===== config.mk =====
export PLATFORM = sky130hd
export DESIGN_NAME = shenc_top
export DESIGN_NICKNAME = d
export VERILOG_FILES = /design/src/rtl/shenc_pkg.sv /design/src/rtl/shenc_span.sv /design/src/rtl/shenc_seq.sv /design/src/rtl/shenc_top.sv
export SDC_FILE = /design/constraint.sdc
export NUM_CORES = 1
export LEC_CHECK = 0
export BUFFER_PORTS_ARGS = -buffer_cell sky130_fd_sc_hd__buf_2
export CAP_MARGIN = 20
export CORE_UTILIZATION = 49
export DETAILED_ROUTE_END_ITERATION = 8
export PLACE_DENSITY = 0.76
export SLEW_MARGIN = 20
export SYNTH_ARGS = -nofsm -noshare
export SYNTH_HDL_FRONTEND = slang
export SYNTH_SLANG_ARGS = --single-unit

===== constraint.sdc =====
create_clock -name clk -period 3.1 [get_ports clk]
set_input_delay 0.155 -clock clk [delete_from_list [all_inputs] [get_ports clk]]
set_output_delay 0.155 -clock clk [all_outputs]
set_load 0.005 [all_outputs]

===== src/rtl/shenc_pkg.sv =====
package shenc_pkg;
  localparam int NIB_W = 4;
  localparam int BYTE_W = 8;

  typedef enum logic [1:0] {
    SEL_OPC = 2'd0,
    SEL_OPA = 2'd2,
    SEL_OPB = 2'd3
  } fsel_e;

  function automatic logic [BYTE_W-1:0] pack_code(input logic more, input logic inv,
                                                  input fsel_e sel, input logic [NIB_W-1:0] nib);
    return {more, inv, sel, nib};
  endfunction
endpackage


===== src/rtl/shenc_span.sv =====
// Counts the nibbles a field needs; signed fields measure the one's complement
// magnitude when negative.
module shenc_span #(
  parameter int W = 16,
  parameter bit IS_SIGNED = 1'b1,
  parameter bit MIN_ONE = 1'b0,
  parameter int LW = $clog2(W / 4 + 1)
) (
  input  logic [W-1:0]  value,
  output logic [LW-1:0] len,
  output logic          neg
);
  localparam int NNIB = W / 4;
  logic [W-1:0] mag;

  always_comb begin
    neg = IS_SIGNED && value[W-1];
    mag = neg ? ~value : value;
    len = '0;
    for (int i = 0; i < NNIB; i++) begin
      if (mag[i*4 +: 4] != '0) len = LW'(i + 1);
    end
    if ((neg || MIN_ONE) && len == '0) len = LW'(1);
  end
endmodule


===== src/rtl/shenc_seq.sv =====
// Walks the fields A, B, opcode and presents one code byte at a time.
module shenc_seq
  import shenc_pkg::*;
#(
  parameter int W = 16,
  parameter int NOPS = 2,
  parameter int LW = $clog2(W / 4 + 1)
) (
  input  logic                      clk,
  input  logic                      rst,
  input  logic                      load,
  input  logic [NOPS-1:0][W-1:0]    ld_val,
  input  logic [NOPS-1:0][LW-1:0]   ld_len,
  input  logic [NOPS-1:0]           ld_neg,
  input  logic [W-1:0]              ld_opc,
  input  logic [LW-1:0]             ld_olen,
  input  logic                      out_ready,
  output logic                      busy,
  output logic [BYTE_W-1:0]         code,
  output logic                      last
);
  localparam logic [1:0] FLD_A = 2'd0;
  localparam logic [1:0] FLD_B = 2'd1;
  localparam logic [1:0] FLD_O = 2'd2;

  logic [NOPS-1:0][W-1:0]  val_q;
  logic [NOPS-1:0][LW-1:0] len_q;
  logic [NOPS-1:0]         neg_q;
  logic [W-1:0]            opc_q;
  logic [LW-1:0]           olen_q;
  logic [1:0]              fld_q;
  logic [LW-1:0]           cnt_q;

  logic [W-1:0]  word;
  logic [LW-1:0] pos;
  logic          inv;
  fsel_e         sel;

  always_comb begin
    pos = (cnt_q == '0) ? '0 : cnt_q - 1'b1;
    case (fld_q)
      FLD_A: begin
        sel = SEL_OPA; word = val_q[0]; inv = neg_q[0] && (cnt_q == len_q[0]);
      end
      FLD_B: begin
        sel = SEL_OPB; word = val_q[1]; inv = neg_q[1] && (cnt_q == len_q[1]);
      end
      default: begin
        sel = SEL_OPC; word = opc_q; inv = 1'b0;
      end
    endcase
    last = (fld_q == FLD_O) && (cnt_q == LW'(1));
    code = pack_code(!last, inv, sel, NIB_W'(word >> (NIB_W * pos)));
  end

  always_ff @(posedge clk) begin
    if (rst) begin
      busy  <= 1'b0;
      fld_q <= FLD_A;
      cnt_q <= '0;
    end else if (load) begin
      busy   <= 1'b1;
      val_q  <= ld_val;
      len_q  <= ld_len;
      neg_q  <= ld_neg;
      opc_q  <= ld_opc;
      olen_q <= ld_olen;
      if (ld_len[0] != '0) begin
        fld_q <= FLD_A; cnt_q <= ld_len[0];
      end else if (ld_len[1] != '0) begin
        fld_q <= FLD_B; cnt_q <= ld_len[1];
      end else begin
        fld_q <= FLD_O; cnt_q <= ld_olen;
      end
    end else if (busy && out_ready) begin
      if (cnt_q > LW'(1)) begin
        cnt_q <= cnt_q - 1'b1;
      end else begin
        case (fld_q)
          FLD_A: begin
            if (len_q[1] != '0) begin
              fld_q <= FLD_B; cnt_q <= len_q[1];
            end else begin
              fld_q <= FLD_O; cnt_q <= olen_q;
            end
          end
          FLD_B: begin
            fld_q <= FLD_O; cnt_q <= olen_q;
          end
          default: busy <= 1'b0;
        endcase
      end
    end
  end
endmodule


===== src/rtl/shenc_top.sv =====
module shenc_top
  import shenc_pkg::*;
#(
  parameter int OPC_W = 8,
  parameter int OPND_W = 16
) (
  input  logic              clk,
  input  logic              rst,
  input  logic              in_valid,
  output logic              in_ready,
  input  logic [OPC_W-1:0]  in_opcode,
  input  logic [1:0]        in_nops,
  input  logic [OPND_W-1:0] in_opa,
  input  logic [OPND_W-1:0] in_opb,
  output logic              in_err,
  output logic              out_valid,
  input  logic              out_ready,
  output logic [7:0]        out_byte,
  output logic              out_last
);
  localparam int NOPS = 2;
  localparam int LW = $clog2(OPND_W / 4 + 1);

  logic [NOPS-1:0][OPND_W-1:0] opnds;
  logic [NOPS-1:0][LW-1:0]     span_len, used_len;
  logic [NOPS-1:0]             span_neg;
  logic [OPND_W-1:0]           opc_ext;
  logic [LW-1:0]               opc_len;
  logic                        opc_neg;
  logic                        busy, accept, load;

  assign opnds   = {in_opb, in_opa};
  assign opc_ext = {{(OPND_W - OPC_W){1'b0}}, in_opcode};

  for (genvar g = 0; g < NOPS; g++) begin : g_opnd
    shenc_span #(.W(OPND_W), .IS_SIGNED(1'b1), .MIN_ONE(1'b0), .LW(LW)) u_span (
      .value(opnds[g]), .len(span_len[g]), .neg(span_neg[g]));
    assign used_len[g] = (in_nops > 2'(g)) ? span_len[g] : '0;
  end

  shenc_span #(.W(OPND_W), .IS_SIGNED(1'b0), .MIN_ONE(1'b1), .LW(LW)) u_opc_span (
    .value(opc_ext), .len(opc_len), .neg(opc_neg));

  assign in_ready = !busy;
  assign accept   = in_valid && !busy;
  assign in_err   = accept && (in_nops == 2'd3);
  assign load     = accept && !in_err;

  shenc_seq #(.W(OPND_W), .NOPS(NOPS), .LW(LW)) u_seq (
    .clk(clk), .rst(rst), .load(load),
    .ld_val(opnds), .ld_len(used_len), .ld_neg(span_neg & ~{NOPS{opc_neg}}),
    .ld_opc(opc_ext), .ld_olen(opc_len),
    .out_ready(out_ready), .busy(busy), .code(out_byte), .last(out_last));

  assign out_valid = busy;
endmodule


==> impl_metrics.py <==
metrics = {
    "run_status": {
        "status": "finished, final reports clean",
    },
    "setup_path": {
        "critPathLaunchType": "flop",
        "reg2reg_slack_ps": 1000,
        "r2r_cells": 6,
        "max_stage_delay_ps": 550,
        "cp_slowest_cell": "mux4_2",
        "worstPathArrival_ps": 2690,
        "crit_buf_inv": 2,
        "crit_family": "multiplexers",
        "worst_ep_required_time_ps": 2940,
        "r2r_end": "u_seq.cnt_q[0]$_SDFFE_PP0P_",
        "crit_chain": "inv_1 > ha_1 > a21oi_4 > mux4_2 > mux2i_1 > o21ai_1 > and2_1 > buf_2",
        "cp-end-kind": "primary output",
        "crit_type": "reg2out",
        "critPathMaxFanout": 8,
        "r2r_start": "u_seq.fld_q[0]$_SDFFE_PP0P_",
    },
    "layout": {
        "fillers": 458,
        "layout.nets": 336,
        "area_growth_syn_to_layout_pct": 18.3,
        "regArea_sq_um": 1560,
        "multi_input_area_sq_um": 1160,
        "stdcell_count": 360,
        "antenna_cells": 0,
        "post-route-util_pct": 60.0,
        "drive_above_1_share_pct": 30.6,
    },
    "route": {
        "drtPass1Iterations": 4,
        "ant_nets": 0,
        "route.detailed.drc": 0,
        "wl_per_cell_um": 17.1,
        "initialDrtViolationCount": 123,
        "routed_wl_um": 6160,
        "num_vias": 2070,
        "viasPerCell": 5.75,
    },
    "worst_hold_path": {
        "hold_depth": 1,
        "hold_class": "in2reg",
        "min_from": "in_opa[2]",
        "worst_hold_path.endpoint": "u_seq.val_q[2]$_DFFE_PP_",
    },
    "yosys": {
        "synthTopCellsByArea": "edfxtp_1 (52%), dfxtp_1 (4.3%), mux4_2 (4.1%), mux2i_1 (4.0%), a21oi_1 (2.5%)",
        "yosysSeqAreaShare_pct": 56.2,
        "syn_nets": 276,
        "syn-cell-area_sq_um": 2780,
        "ys.flop_type": "edfxtp_1",
        "async_reset_ff_share_pct": 0,
        "synth_cells": 227,
        "synth_edf_count": 48,
        "yosys_warnings": 0,
        "yosysTopAreaCellShare_pct": 51.9,
        "avgSynthCellArea_sq_um": 12.2,
        "ys_types": 55,
        "ys_ff_latch": 54,
        "yosysTopAreaCell": "edfxtp_1",
    },
    "grt": {
        "grt.total_usage_pct": 21.8,
        "grt_pass1_vias": 1943,
        "antenna_found_initial": 0,
        "grt_pass1_wl_um": 9950,
        "grt_max_degree": 49,
        "grt_overflow": 0,
    },
    "timing": {
        "holdWs_ps": 20.6,
        "clock_skew_ps": 10.4,
        "fin_ws_ps": 257,
        "setup-tns-final_ps": 0,
        "fmax_ghz": 0.352,
        "hold_viol": 0,
        "slew_headroom_pct": 49.5,
        "tightest_slew_ps": 756,
        "setup_viol": 0,
        "maxSlewViolCount": 0,
        "period_needed_ps": 2840,
        "period_share_pct": 91.7,
        "grt_setup_unrepaired": "no",
    },
    "power_and_ir_drop": {
        "switchingPower_mw": 0.472,
        "swShare_pct": 27.6,
        "seqPwrFrac_pct": 50.4,
        "p_clk_share_pct": 28.2,
        "power_frac_comb_pct": 21.4,
        "intPower_mw": 1.24,
        "p_leak_nw": 1.21,
        "ir_drop_uv": 247,
        "pwr_density_cell_nw_per_um2": 522,
    },
    "clock_tree": {
        "clock-root-buffer": "clkbuf_8",
        "clock_path_buffers": 2,
        "cts_buffers": 5,
        "clkTransAtPathRegs_ps": 100,
        "cts_tree": "done",
        "cts.sinks": 54,
        "clk_latency_ps": 310,
        "cts_max_level": 2,
    },
    "die": {
        "die_h_um": 77.3,
        "die_area_sq_um": 5970,
        "num_rows": 27,
        "pin_count": 58,
        "start_util_pct": 50.8,
        "fp.coreArea_sq_um": 5470,
        "die_w_um": 77.3,
    },
    "place": {
        "io_buffer_count": 57,
        "hpwl_um": 4570,
        "place_worst_setup_slack_ps": 506,
        "place.gp.congestion": 0.832,
        "dp_cells": 348,
    },
    "run": {
        "max-cap-violations": 0,
    },
}
[logic make-up after synthesis]
logic type	Yosys count	synth area share, %
buffers and inverters	18	2.70
xor gates and xnor gates	7	2.21
adders and majority gates	3	1.35
muxes	18	9.23
DFF	54	56.2
AOI/OAI and AO/OA	52	12.8
and+or+nand+nor	75	15.5
[power by group through the flow]
| stage | logic [mW] | registers, mW | clock network [mW] |
|---|---|---|---|
| 2_1_floorplan | 0.256 | 0.858 | 0 |
| 3_3_place_gp | 0.349 | 0.879 | 0 |
| 3_5_place_dp | 0.359 | 0.879 | 0 |
| 4_1_cts | 0.362 | 0.863 | 0.490 |
| 5_1_grt | 0.406 | 0.868 | 0.518 |
| 6_report | 0.367 | 0.864 | 0.483 |
[synthesized netlist by cell type (2+ instances only)]
master and n:
nor3_1 4, a21oi_2 2, nand3_1 7, nand3b_1 2
a211oi_1 6, mux2i_1 11, and2_1 2, inv_2 3
o21ai_0 4, xnor2_1 4, or4_1 3, inv_1 6
nand2_1 16, o211ai_1 3, o31ai_1 5, clkbuf_1 4
o21ai_1 3, or4_4 3, and4_1 2, ha_1 3
o21bai_1 2, buf_2 3, edfxtp_1 48, nand2b_1 5
dfxtp_1 6, a22oi_1 2, nand4_1 5, and3_1 2
xor2_1 3, nor2_1 15, a21oi_1 14, nor4_1 2
mux4_2 5
[sequential cells by signal, indices dropped and copies added (netlist names)]
register / cells
u_seq.busy: 1
u_seq.fld_q: 2
u_seq.len_q: 6
u_seq.val_q: 30
u_seq.olen_q: 2
u_seq.cnt_q: 3
u_seq.neg_q: 2
u_seq.opc_q: 8
[area by class of cell]
class / instances / share of cell area (%)
well taps: 72 / 2.74
clock buffers: 5 / 2.09
clock inverters: 3 / 1.29
repair buffers: 62 / 10.1
inverters: 9 / 1.03
flip-flops and latches: 54 / 47.5
multi-input cells: 155 / 35.2
[worst reg2reg max path: cells and delay by family, from the launching register on]
kind | cells | cell delay (ps)
compound gates | 5 | 880
flops | 1 | 820
simple gates | 1 | 320
[through the flow]
stage | total power, mW | instance area (sq um)
after floorplan | 1.11 | 2780
after global placement | 1.23 | 3130
after detailed placement | 1.24 | 3130
after CTS | 1.72 | 3260
after global routing | 1.79 | 3290
final | 1.71 | 3290
[how the worst max path moves through the flow]
stage	startpoint	to	slack (ps)	depth (start not counted)
after global placement	u_seq.cnt_q[0]$_SDFFE_PP0P_	out_byte[1]	620	8
after global routing	u_seq.cnt_q[0]$_SDFFE_PP0P_	out_byte[1]	60	8
after floorplan	u_seq.cnt_q[0]$_SDFFE_PP0P_	out_byte[1]	770	8
after CTS	u_seq.cnt_q[0]$_SDFFE_PP0P_	out_byte[1]	140	8
final	u_seq.cnt_q[0]$_SDFFE_PP0P_	out_byte[1]	260	8
after detailed placement	u_seq.cnt_q[0]$_SDFFE_PP0P_	out_byte[1]	510	8
[routing by layer]
layer | track usage, % | vias to the layer above | part of all wire [%]
met5 | 0 | - | 0
met3 | 3.33 | 9 | 4.7
met1 | 31.2 | 985 | 46
met4 | 7.55 | 0 | 1.5
met2 | 33.5 | 78 | 48
li1 | - | 998 | -
[what timing repair did]
item                                    in CTS  in global routing
endpoints found under the setup margin       0                  1
endpoints found under the hold margin        2                  2
hold buffers                                 2                  2
gates resized for setup                      0                  1
buffers inserted                             0                  0
[placed cells by master, fill, tap and decap left out, drive strengths merged, types with 2 or more instances in the layout]
master       Yosys  layout
buf              5      58
edfxtp          48      48
nand2           16      16
a21oi           16      16
nor2            15      15
mux2i           12      12
inv              9      10
o21ai            8       8
nand3            7       7
a211oi           6       6
dfxtp            6       6
or4              6       6
nand2b           5       5
mux4             5       5
o31ai            5       5
nand4            5       5
clkbuf           4       5
nor3             5       5
xnor2            4       4
dlygate4sd3      0       4
xor2             3       3
o211ai           3       3
ha               3       3
nor4             3       3
and3             3       3
and2             2       2
and4             2       2
o21bai           2       2
nand3b           2       2
a22oi            2       2
o41ai            2       2
(Power assumes the default switching activity.)
